[src/rtl/rtc_pkg.sv]
package rtc_pkg;
  // Register byte offsets; software depends on these values
  localparam logic [7:0] OFF_SEC_LIVE   = 8'h08;
  localparam logic [7:0] OFF_SEC_SHADOW = 8'h0C;
  localparam logic [7:0] OFF_MSEC       = 8'h10;

  typedef enum logic [1:0] {
    SEL_NONE   = 2'd0,
    SEL_LIVE   = 2'd1,
    SEL_SHADOW = 2'd2,
    SEL_MSEC   = 2'd3
  } reg_sel_e;
endpackage

[src/rtl/rtc_time_count.sv]
module rtc_time_count #(
  parameter int MS_PER_SEC = 1000,
  parameter int SEC_W      = 32,
  localparam int MS_W      = $clog2(MS_PER_SEC)
) (
  input  logic             clk,
  input  logic             rst,
  input  logic             tick,
  output logic [MS_W-1:0]  msec,
  output logic [SEC_W-1:0] sec
);
  localparam logic [MS_W-1:0] MS_LAST = MS_W'(MS_PER_SEC - 1);

  logic wrap;
  assign wrap = tick && (msec == MS_LAST);

  always_ff @(posedge clk) begin
    if (rst) begin
      msec <= '0;
      sec  <= '0;
    end else if (tick) begin
      if (wrap) begin
        msec <= '0;
        sec  <= sec + 1'b1;
      end else begin
        msec <= msec + 1'b1;
      end
    end
  end

  AST_MS_RANGE: assert property (@(posedge clk) disable iff (rst)
    msec <= MS_LAST);
  AST_MS_HOLD: assert property (@(posedge clk) disable iff (rst)
    !tick |=> ($stable(msec) && $stable(sec)));
  AST_MS_STEP: assert property (@(posedge clk) disable iff (rst)
    (tick && msec != MS_LAST) |=> (msec == $past(msec) + 1'b1) && $stable(sec));
  AST_SEC_STEP: assert property (@(posedge clk) disable iff (rst)
    (tick && msec == MS_LAST) |=> (msec == '0) && (sec == $past(sec) + 1'b1));
endmodule

[src/rtl/rtc_shadow.sv]
module rtc_shadow #(
  parameter int SEC_W = 32
) (
  input  logic             clk,
  input  logic             rst,
  input  logic             capture,
  input  logic [SEC_W-1:0] sec_live,
  output logic [SEC_W-1:0] sec_shadow
);
  always_ff @(posedge clk) begin
    if (rst)          sec_shadow <= '0;
    else if (capture) sec_shadow <= sec_live;
  end

  AST_SHADOW_LOAD: assert property (@(posedge clk) disable iff (rst)
    capture |=> sec_shadow == $past(sec_live));
  AST_SHADOW_HOLD: assert property (@(posedge clk) disable iff (rst)
    !capture |=> $stable(sec_shadow));
endmodule

[src/rtl/rtc_read_port.sv]
module rtc_read_port
  import rtc_pkg::*;
#(
  parameter int ADDR_W = 8,
  parameter int DATA_W = 32,
  parameter int SEC_W  = 32,
  parameter int MS_W   = 10
) (
  input  logic              clk,
  input  logic              rst,
  input  logic              rd_en,
  input  logic [ADDR_W-1:0] rd_addr,
  input  logic [MS_W-1:0]   msec,
  input  logic [SEC_W-1:0]  sec_live,
  input  logic [SEC_W-1:0]  sec_shadow,
  output logic              capture,
  output logic [DATA_W-1:0] rd_data,
  output logic              rd_valid
);
  reg_sel_e sel;

  always_comb begin
    if (rd_addr == ADDR_W'(OFF_SEC_LIVE))        sel = SEL_LIVE;
    else if (rd_addr == ADDR_W'(OFF_SEC_SHADOW)) sel = SEL_SHADOW;
    else if (rd_addr == ADDR_W'(OFF_MSEC))       sel = SEL_MSEC;
    else                                         sel = SEL_NONE;
  end

  assign capture = rd_en && (sel == SEL_MSEC);

  logic [DATA_W-1:0] mux_q;
  always_comb begin
    case (sel)
      SEL_LIVE:   mux_q = DATA_W'(sec_live);
      SEL_SHADOW: mux_q = DATA_W'(sec_shadow);
      SEL_MSEC:   mux_q = DATA_W'(msec);
      default:    mux_q = '0;
    endcase
  end

  always_ff @(posedge clk) begin
    if (rst) begin
      rd_data  <= '0;
      rd_valid <= 1'b0;
    end else begin
      rd_valid <= rd_en;
      if (rd_en) rd_data <= mux_q;
    end
  end

  AST_RD_VALID: assert property (@(posedge clk) disable iff (rst)
    rd_en |=> rd_valid);
  AST_RD_IDLE: assert property (@(posedge clk) disable iff (rst)
    !rd_en |=> !rd_valid);
  AST_UNMAPPED_ZERO: assert property (@(posedge clk) disable iff (rst)
    (rd_en && sel == SEL_NONE) |=> rd_data == '0);
  AST_MS_READ: assert property (@(posedge clk) disable iff (rst)
    capture |=> rd_data == DATA_W'($past(msec)));
endmodule

[src/rtl/rtc_ms_shadow.sv]
module rtc_ms_shadow #(
  parameter int MS_PER_SEC = 1000,
  parameter int ADDR_W     = 8,
  parameter int DATA_W     = 32,
  localparam int SEC_W     = DATA_W,
  localparam int MS_W      = $clog2(MS_PER_SEC)
) (
  input  logic              clk,
  input  logic              rst,
  input  logic              tick_1khz,
  input  logic              rd_en,
  input  logic [ADDR_W-1:0] rd_addr,
  output logic [DATA_W-1:0] rd_data,
  output logic              rd_valid
);
  logic [MS_W-1:0]  msec;
  logic [SEC_W-1:0] sec_live;
  logic [SEC_W-1:0] sec_shadow;
  logic             capture;

  rtc_time_count #(.MS_PER_SEC(MS_PER_SEC), .SEC_W(SEC_W)) u_count (
    .clk(clk), .rst(rst), .tick(tick_1khz), .msec(msec), .sec(sec_live)
  );

  rtc_shadow #(.SEC_W(SEC_W)) u_shadow (
    .clk(clk), .rst(rst), .capture(capture),
    .sec_live(sec_live), .sec_shadow(sec_shadow)
  );

  rtc_read_port #(.ADDR_W(ADDR_W), .DATA_W(DATA_W), .SEC_W(SEC_W), .MS_W(MS_W)) u_port (
    .clk(clk), .rst(rst), .rd_en(rd_en), .rd_addr(rd_addr),
    .msec(msec), .sec_live(sec_live), .sec_shadow(sec_shadow),
    .capture(capture), .rd_data(rd_data), .rd_valid(rd_valid)
  );
endmodule

[config.mk]
export PLATFORM = sky130hd
export DESIGN_NAME = rtc_ms_shadow
export DESIGN_NICKNAME = d
export VERILOG_FILES = /design/src/rtl/rtc_pkg.sv /design/src/rtl/rtc_time_count.sv /design/src/rtl/rtc_shadow.sv /design/src/rtl/rtc_read_port.sv /design/src/rtl/rtc_ms_shadow.sv
export SDC_FILE = /design/constraint.sdc
export NUM_CORES = 1
export LEC_CHECK = 0
export ABC_AREA = 1
export CAP_MARGIN = 10
export CORE_MARGIN = 2
export CORE_UTILIZATION = 40
export DETAILED_ROUTE_END_ITERATION = 8
export PLACE_DENSITY = 0.63
export SYNTH_ARGS = -nofsm -noshare
export SYNTH_HDL_FRONTEND = slang
export SYNTH_HIERARCHICAL = 1
export SYNTH_SLANG_ARGS = --single-unit
[constraint.sdc]
create_clock -name clk -period 1.4 [get_ports clk]
set_clock_uncertainty 0.05 [all_clocks]
set_input_delay 0.14 -clock clk [delete_from_list [all_inputs] [get_ports clk]]
set_output_delay 0.14 -clock clk [all_outputs]
set_load 0.02 [all_outputs]
After elaboration in Yosys (flattened, before gate mapping) --
Cells that the tools add are included.
Storage, ports and cells: bits of input ports 12, output and inout bits 33, flip-flop bits (word level) 107, word-level logic and storage cells 22
Cells by class: equal/unequal tests 7, reductions and logical operators 3, muxes and demuxes 5, add/sub/neg operators 2
Operators with widths (count):
- $pmux W32 S3 | 1
- $add A32 B1 Y32 const B | 1
- $eq A8 B4 Y1 const B | 2
- $add A10 B1 Y10 const B | 1
- $eq A10 B10 Y1 const B | 1
- $mux W10 | 1
- $eq A8 B5 Y1 const B | 1
- $mux W2 | 3
- $eq A2 B2 Y1 const B | 2
- $eq A2 B1 Y1 const B | 1
- $logic_and A1 B1 Y1 | 2
- $reduce_and A2 Y1 | 1

Longest topological paths before layout --
Gate-level depths: netlist of run 1.
depth after elaboration 6, gate-level depth with buffers 11, gate-level depth less buffers 9

By module --
The synthesis of run 1 kept the hierarchy.
Modules (own cells, without submodules):
- rtc_time_count | cells an instance 362, times used 1, area an instance 2366.0 sq um, seq. area each 840.8 sq um
- rtc_read_port | cells an instance 284, times used 1, area an instance 1846.8 sq um, seq. area each 660.6 sq um
- rtc_shadow | cells an instance 203, times used 1, area an instance 1338.8 sq um, seq. area each 640.6 sq um

Least setup slack after synthesis of run 1 --
No wires, ideal clock.
kind register -> register, start point register u_count.msec[0], end point register u_count.sec[10], stages on the path, launching flop included 10, data required time 1222 ps, period minus slack after synthesis 1542 ps, setup slack -142 ps, data arrival time 1365 ps, library setup time 128 ps, buffers on the path 1, cell sequence dfxtp_1 > ha_1 > nand2_2 > nor2_2 > nand3_4 > nor2_4 > buf_6 > nand2_1 > o21ai_1 > nor2_1
Between the ends: cells in the longest elaborated chain, start to end 3
RTL lines:
- from (decl) | line rtc_time_count.sv:9 | output logic [MS_W-1:0] msec,
- from (signal assigned) | line rtc_time_count.sv:26 | msec <= msec + 1'b1;
- $eq A10 B10 Y1 | line rtc_time_count.sv:15 | assign wrap = tick && (msec == MS_LAST);
- $logic_and A1 B1 Y1 | line rtc_time_count.sv:15
- $reduce_and A2 Y1 (no line)
- to (signal assigned) | line rtc_time_count.sv:24 | sec <= sec + 1'b1;
- to (decl) | line rtc_time_count.sv:10 | output logic [SEC_W-1:0] sec
No other way between the ends. A chain may end at the register's enable or synchronous reset.

Worst setup path after layout of run 1 --
start point register u_count.msec[1], end point register u_count.sec[4]
Same word-level chain as after synthesis.

==> results of run 1 <==
-- power breakdown --
part           internal, mW  switching [mW]  leakage, nW
combinational         0.128           0.191         2.26
sequential             3.05         0.00711        0.868
clock                  1.42            1.26        0.145
-- kinds of logic (layout without fill, tap and decap cells) --
logic type	count (synthesis)	count (layout)	share of synthesized area [%]
and+or+nand+nor	543	547	43.4
buffers and inverters	134	267	11.3
DFF	107	107	38.6
AOI/OAI and AO/OA	56	56	5.12
xor gates and xnor gates	7	7	1.10
adders and majority gates	2	2	0.451
-- critical path, stage by stage, from the launching register on --
cell and delay, ns:
dfxtp_2 0.36, ha_4 0.16, nand2_4 0.07, nor2_4 0.13
nand3_4 0.14, buf_4 0.17, buf_6 0.11, nor2_2 0.08
xnor2_1 0.12, nor2_1 0.05
-- flip-flops by register name, summed over array words and instances, names as in the netlist --
name,flops
u_count/msec,10
u_count/sec,32
u_port/rd_data,32
u_port/rd_valid,1
u_shadow/sec_shadow,32
-- cell usage in the layout (no fill, tap or decap), types with 2 or more instances in the layout --
master / Yosys / layout
a21oi_1: 45 / 42
a21oi_2: 0 / 3
buf_12: 0 / 10
buf_4: 10 / 96
buf_6: 10 / 4
clkbuf_16: 0 / 11
clkdlybuf4s50_1: 0 / 10
clkinv_1: 2 / 2
clkinvlp_4: 0 / 2
dfxtp_1: 107 / 94
dfxtp_2: 0 / 13
dlygate4sd2_1: 0 / 33
ha_4: 0 / 2
inv_1: 88 / 88
inv_2: 5 / 5
inv_6: 0 / 2
nand2_1: 239 / 234
nand2_2: 6 / 6
nand2_4: 0 / 5
nand3_1: 121 / 106
nand3_2: 3 / 18
nand3_4: 2 / 3
nand4_1: 9 / 9
nor2_1: 137 / 125
nor2_2: 8 / 13
nor2_4: 7 / 17
nor2_8: 3 / 3
nor3_1: 6 / 4
nor3_2: 0 / 2
o21ai_0: 8 / 6
o21ai_1: 1 / 3
xnor2_1: 2 / 2
xor2_1: 5 / 5
-- routing by layer --
layer  share of wire, %  global-route usage (%)  up-vias
met3                4.5                    2.29       18
met1                 49                    30.0     2580
met5                  0                       0        -
li1                   -                       -     2922
met2                 44                    29.5      143
met4                1.7                    6.82        0
-- worst min-delay path by stage --
stage                                 start                end  slack, ns
after floorplan                   tick_1khz    u_count/msec[1]       0.24
after global placement    u_port/rd_data[6]  u_port/rd_data[6]       0.40
after detailed placement  u_port/rd_data[1]  u_port/rd_data[1]       0.41
after CTS                 u_port/rd_data[1]  u_port/rd_data[1]       0.41
after global routing      u_port/rd_data[6]  u_port/rd_data[6]       0.43
final                     u_port/rd_data[1]  u_port/rd_data[1]       0.41
-- cell type report --
class | instances | area (sq um) | area share (%)
timing repair buffer | 156 | 1420 | 18.8
clock buffer | 9 | 225 | 2.99
multi-input combinational | 612 | 3060 | 40.7
inverter | 95 | 357 | 4.74
tap | 180 | 225 | 2.99
sequential | 107 | 2160 | 28.7
clock inverter | 7 | 82.6 | 1.10
-- what timing repair did --
action,CTS,global route
pin swaps,5,22
buffers inserted,2,8
resized for setup,45,50
endpoints found under the setup margin,66,72
gates cloned,2,5
==> impl_metrics.tcl, run 1 <==
set metrics [dict create \
    crit_end "u_count/sec[4]" \
    ys_warn_count 6 \
    dp_hpwl_um 10100 \
    r2r_start "u_count/msec[1]" \
    grt_max_degree 46 \
    route.detailed.wl_per_inst_um 13.0 \
    min_period_ns 1.55 \
    leakage_nw 3.27 \
    num_rows 43 \
    ys_seq_area_share_pct 38.6 \
    grt_overflow 0 \
    final_core_util_pct 54.9 \
    tritoncts "yes" \
    synthesis.area_sq_um 5550 \
    arrival_ns 1.75 \
    synth_commonest_cells "nand2_1 (239), nor2_1 (137), nand3_1 (121)" \
    fin_cells 1166 \
    cts.sinks 107 \
    clkSlewWorstSetupHoldPaths_ns 0.08 \
    fmaxAchievable_mhz 646 \
    tightest_slew_ns 0.343 \
    finalHoldViolations 0 \
    drive_above_1_share_pct 22.2 \
    yosys-top-cells-area "dfxtp_1 (39%), nand2_1 (16%), nand3_1 (11%)" \
    stdcell_area_sq_um 7530 \
    fin_ws_ns -0.147 \
    place_congestion 0.882 \
    setup_violations 37 \
    post-route-period-util_pct 110 \
    syn_to_final_growth_pct 35.6 \
    fill_cells 1348 \
    die-width_um 122 \
    core_sq_um 13700 \
    place_inst 1133 \
    ant_nets 0 \
    r2r_slack_ns -0.15 \
    ir_drop_uv 619 \
    syn_nets 863 \
    wl_um 15200 \
    synth_area_leader_cell "dfxtp_1" \
    holdPathStages 2 \
    dp_worst_setup_slack_ns -0.389 \
    die_h_um 122 \
    synthFlopType "dfxtp_1" \
    slew_headroom_pct 76.9 \
    maxSlewViolCount 0 \
    worst_setup_path_start_kind "flip-flop" \
    avgSynthCellArea_sq_um 6.54 \
    postSynthCellCount 849 \
    die_area_sq_um 14800 \
    worstSetupPathType "flip-flop to flip-flop" \
    initial_core_util_pct 40.5 \
    synth_cell_types 29 \
    whs_ns 0.411 \
    hold_class "flip-flop to flip-flop" \
    cts_buffer_depth 2 \
    drt_pre_antenna_iters 7 \
    end_kind "flip-flop" \
    post-synth-top-count-cell "nand2_1" \
    h-tree-depth 3 \
    dpl_cell_area_sq_um 6830 \
    vias 5663 \
    root_buffer "clkbuf_16" \
    crit_fanout 5 \
    numCtsBuffers 9 \
    pwr_density_cell_nw_per_um2 804 \
    port_buffers 44 \
    pin_count 45 \
    grt_pass1_vias 4777 \
    drt_iter0_drc 564 \
    synth-edff-count 0 \
    track_usage_pct 20.0 \
    drc 0 \
    maxCapViolations 0 \
    reg2regPathDepth 9 \
    tns_ns -2.72 \
    ys_ff_latch 107 \
    clk_latency_ns 0.36 \
    startpoint "u_count/msec[1]" \
    ctsHoldBuffers 0 \
    synthArstFlopShare_pct 0 \
    grt_pass1_wl_um 23700 \
    final_nets 995 \
    failed_checks "setup timing" \
    diodes 0 \
    rsz0062_at_grt "true" \
    cp.required_ns 1.61 \
    status "finished with violations" \
    vias_per_cell 4.86 \
    r2r_end "u_count/sec[4]" \
    antenna_found_initial 0 \
    netlist.area_leader.share_pct 38.6 \
    finalPower_mw 6.05 \
]
(Power assumes the default switching activity.)
==> run 2: changes to the inputs <==
- CAP_MARGIN: 10 -> 20
==> results of run 2 <==
Same layout as run 1: the final DEF is identical, and so are final timing and power.
==> run 3: changes to the inputs <==
- CELL_PAD_IN_SITES_DETAIL_PLACEMENT: default -> 0
- CELL_PAD_IN_SITES_GLOBAL_PLACEMENT: default -> 2
- CORE_UTILIZATION: 40 -> 29
- PLACE_DENSITY: 0.63 -> 0.78
==> impl_metrics.tcl, run 3 (synthesis results as in run 1) <==
set metrics [dict create \
    status "finished with violations" \
    failed_checks "setup timing" \
    dpl_cell_area_sq_um 6930 \
    tritoncts "yes" \
    die-width_um 142 \
    initial_core_util_pct 29.6 \
    grt_max_degree 65 \
    root_buffer "clkbuf_16" \
    cts_buffer_depth 2 \
    drt_iter0_drc 284 \
    clkSlewWorstSetupHoldPaths_ns 0.08 \
    vias_per_cell 4.46 \
    wl_um 17200 \
    vias 5509 \
    fmaxAchievable_mhz 661 \
    route.detailed.wl_per_inst_um 14.0 \
    path_cells "ha_4, nand2_4, nor2_4, nand3_4, nor2_4, buf_4, o21ai_1, nor2_1" \
    crit_fanout 6 \
    cp_slowest_stage_delay_ns 0.35 \
    final_core_util_pct 42.0 \
    final_nets 1009 \
    setup_violations 36 \
    antenna_found_initial 0 \
    met1_usage_pct 24.4 \
    drc 0 \
    clk_latency_ns 0.35 \
    core_sq_um 18800 \
    met3_usage_pct 2.29 \
    fill_cells 1957 \
    crit_top_cell "nor2_4" \
    pin_count 45 \
    die_h_um 142 \
    crit_slowest_cell "dfxtp_2" \
    die_area_sq_um 20300 \
    dp_hpwl_um 11200 \
    maxSlewViolCount 0 \
    grt_use_met2_pct 23.8 \
    rsz0062_at_grt "true" \
    num_rows 50 \
    fin_ws_ns -0.112 \
    ant_nets 0 \
    cp.required_ns 1.63 \
    h-tree-depth 3 \
    hold_class "primary input to flip-flop" \
    drt_pre_antenna_iters 5 \
    cts.sinks 107 \
    grt_overflow 0 \
    stdcell_area_sq_um 7880 \
    place_congestion 0.793 \
    worst_setup_path_start_kind "flip-flop" \
    numCtsBuffers 9 \
    min_period_ns 1.51 \
    leakage_nw 3.43 \
    end_kind "flip-flop" \
    final_common_cell "nand2_1" \
    grt_pass1_wl_um 26100 \
    grt.busiest_layer "met1" \
    ctsHoldBuffers 0 \
    syn_to_final_growth_pct 42.0 \
    grt_pass1_vias 4939 \
    pwr_density_cell_nw_per_um2 770 \
    finalHoldViolations 0 \
    tightest_slew_ns 0.369 \
    diodes 0 \
    slew_headroom_pct 75.4 \
    port_buffers 44 \
    worstSetupPathType "flip-flop to flip-flop" \
    track_usage_pct 16.3 \
    drive_above_1_share_pct 25.1 \
    maxCapViolations 0 \
    reg_top3 "u_count/sec: 32 flops, u_port/rd_data: 32 flops, u_shadow/sec_shadow: 32 flops" \
    arrival_ns 1.74 \
    final_cell_mix "nand2_1 (228), nor2_1 (121), nand3_1 (104)" \
    post-route-period-util_pct 108 \
    ir_drop_uv 427 \
]
-- run 3: changes by cell type in the layout (fill, tap and decap cells not counted), sizes merged, moves of 3 or more --
cell    change
clkinv      +4
buf        +14
clkbuf      +3
inv         -3
-- run 3: final timing paths --
| path | start | endpoint | slack [ns] | cells past startpoint |
|---|---|---|---|---|
| max | u_count/msec[1] | u_count/sec[10] | -0.11 | 8 |
| min reg2reg | u_port/rd_data[2] | u_port/rd_data[2] | 0.41 | 2 |
| max reg2reg | u_count/msec[1] | u_count/sec[10] | -0.11 | 8 |
| min | rst | u_count/sec[5] | 0.19 | 3 |
-- run 3: layer usage --
layer	up-vias	share of wire, %
li1	2964	-
met1	2450	53
met2	79	43
met5	-	0
met4	0	1.5
met3	16	2.8
-- run 3: where the power goes --
part	total [mW]	internal (mW)	switching, mW
Clock	2.67	1.40	1.26
Combinational	0.350	0.140	0.210
Sequential	3.06	3.05	0.00653
Total	6.07	4.59	1.48
-- run 3: area by class of cell --
cell class              count  area [sq um]  share of cell area (%)
repair buffers            172          1620                    20.5
multi-input cells         610          3140                    39.9
well taps                 234           293                    3.71
clock inverters             7          77.6                   0.984
flip-flops and latches    107          2160                    27.4
inverters                  95           369                    4.68
clock buffers               9           225                    2.86
-- run 3: critical path: cells and delay by family (launching register included) --
family	cells	cell delay, ns
simple gates	5	0.69
flops	1	0.35
fa+ha+maj	1	0.15
buf+inv	1	0.15
compound gates	1	0.05
-- run 3: metrics by stage --
stage          hold WS [ns]  power [mW]  worst slack, ns  setup TNS, ns  std cells
3_3_place_gp          0.404        3.44           -0.367         -29.13       1194
6_report              0.190        6.07           -0.112          -1.62       1234
2_1_floorplan         0.237        3.31          -0.0320         -0.119        849
3_5_place_dp          0.406        3.44           -0.365         -28.84       1194
5_1_grt               0.200        6.33           -0.211          -4.98       1234
4_1_cts               0.190        6.11           -0.108          -1.60       1215
-- run 3: repair_timing --
item / CTS / global route
setup buffers: 3 / 11
resized for setup: 60 / 80
hold endpoints to repair: 0 / 0
setup endpoints to repair: 68 / 91
cloned: 2 / 8
pin swaps: 6 / 32
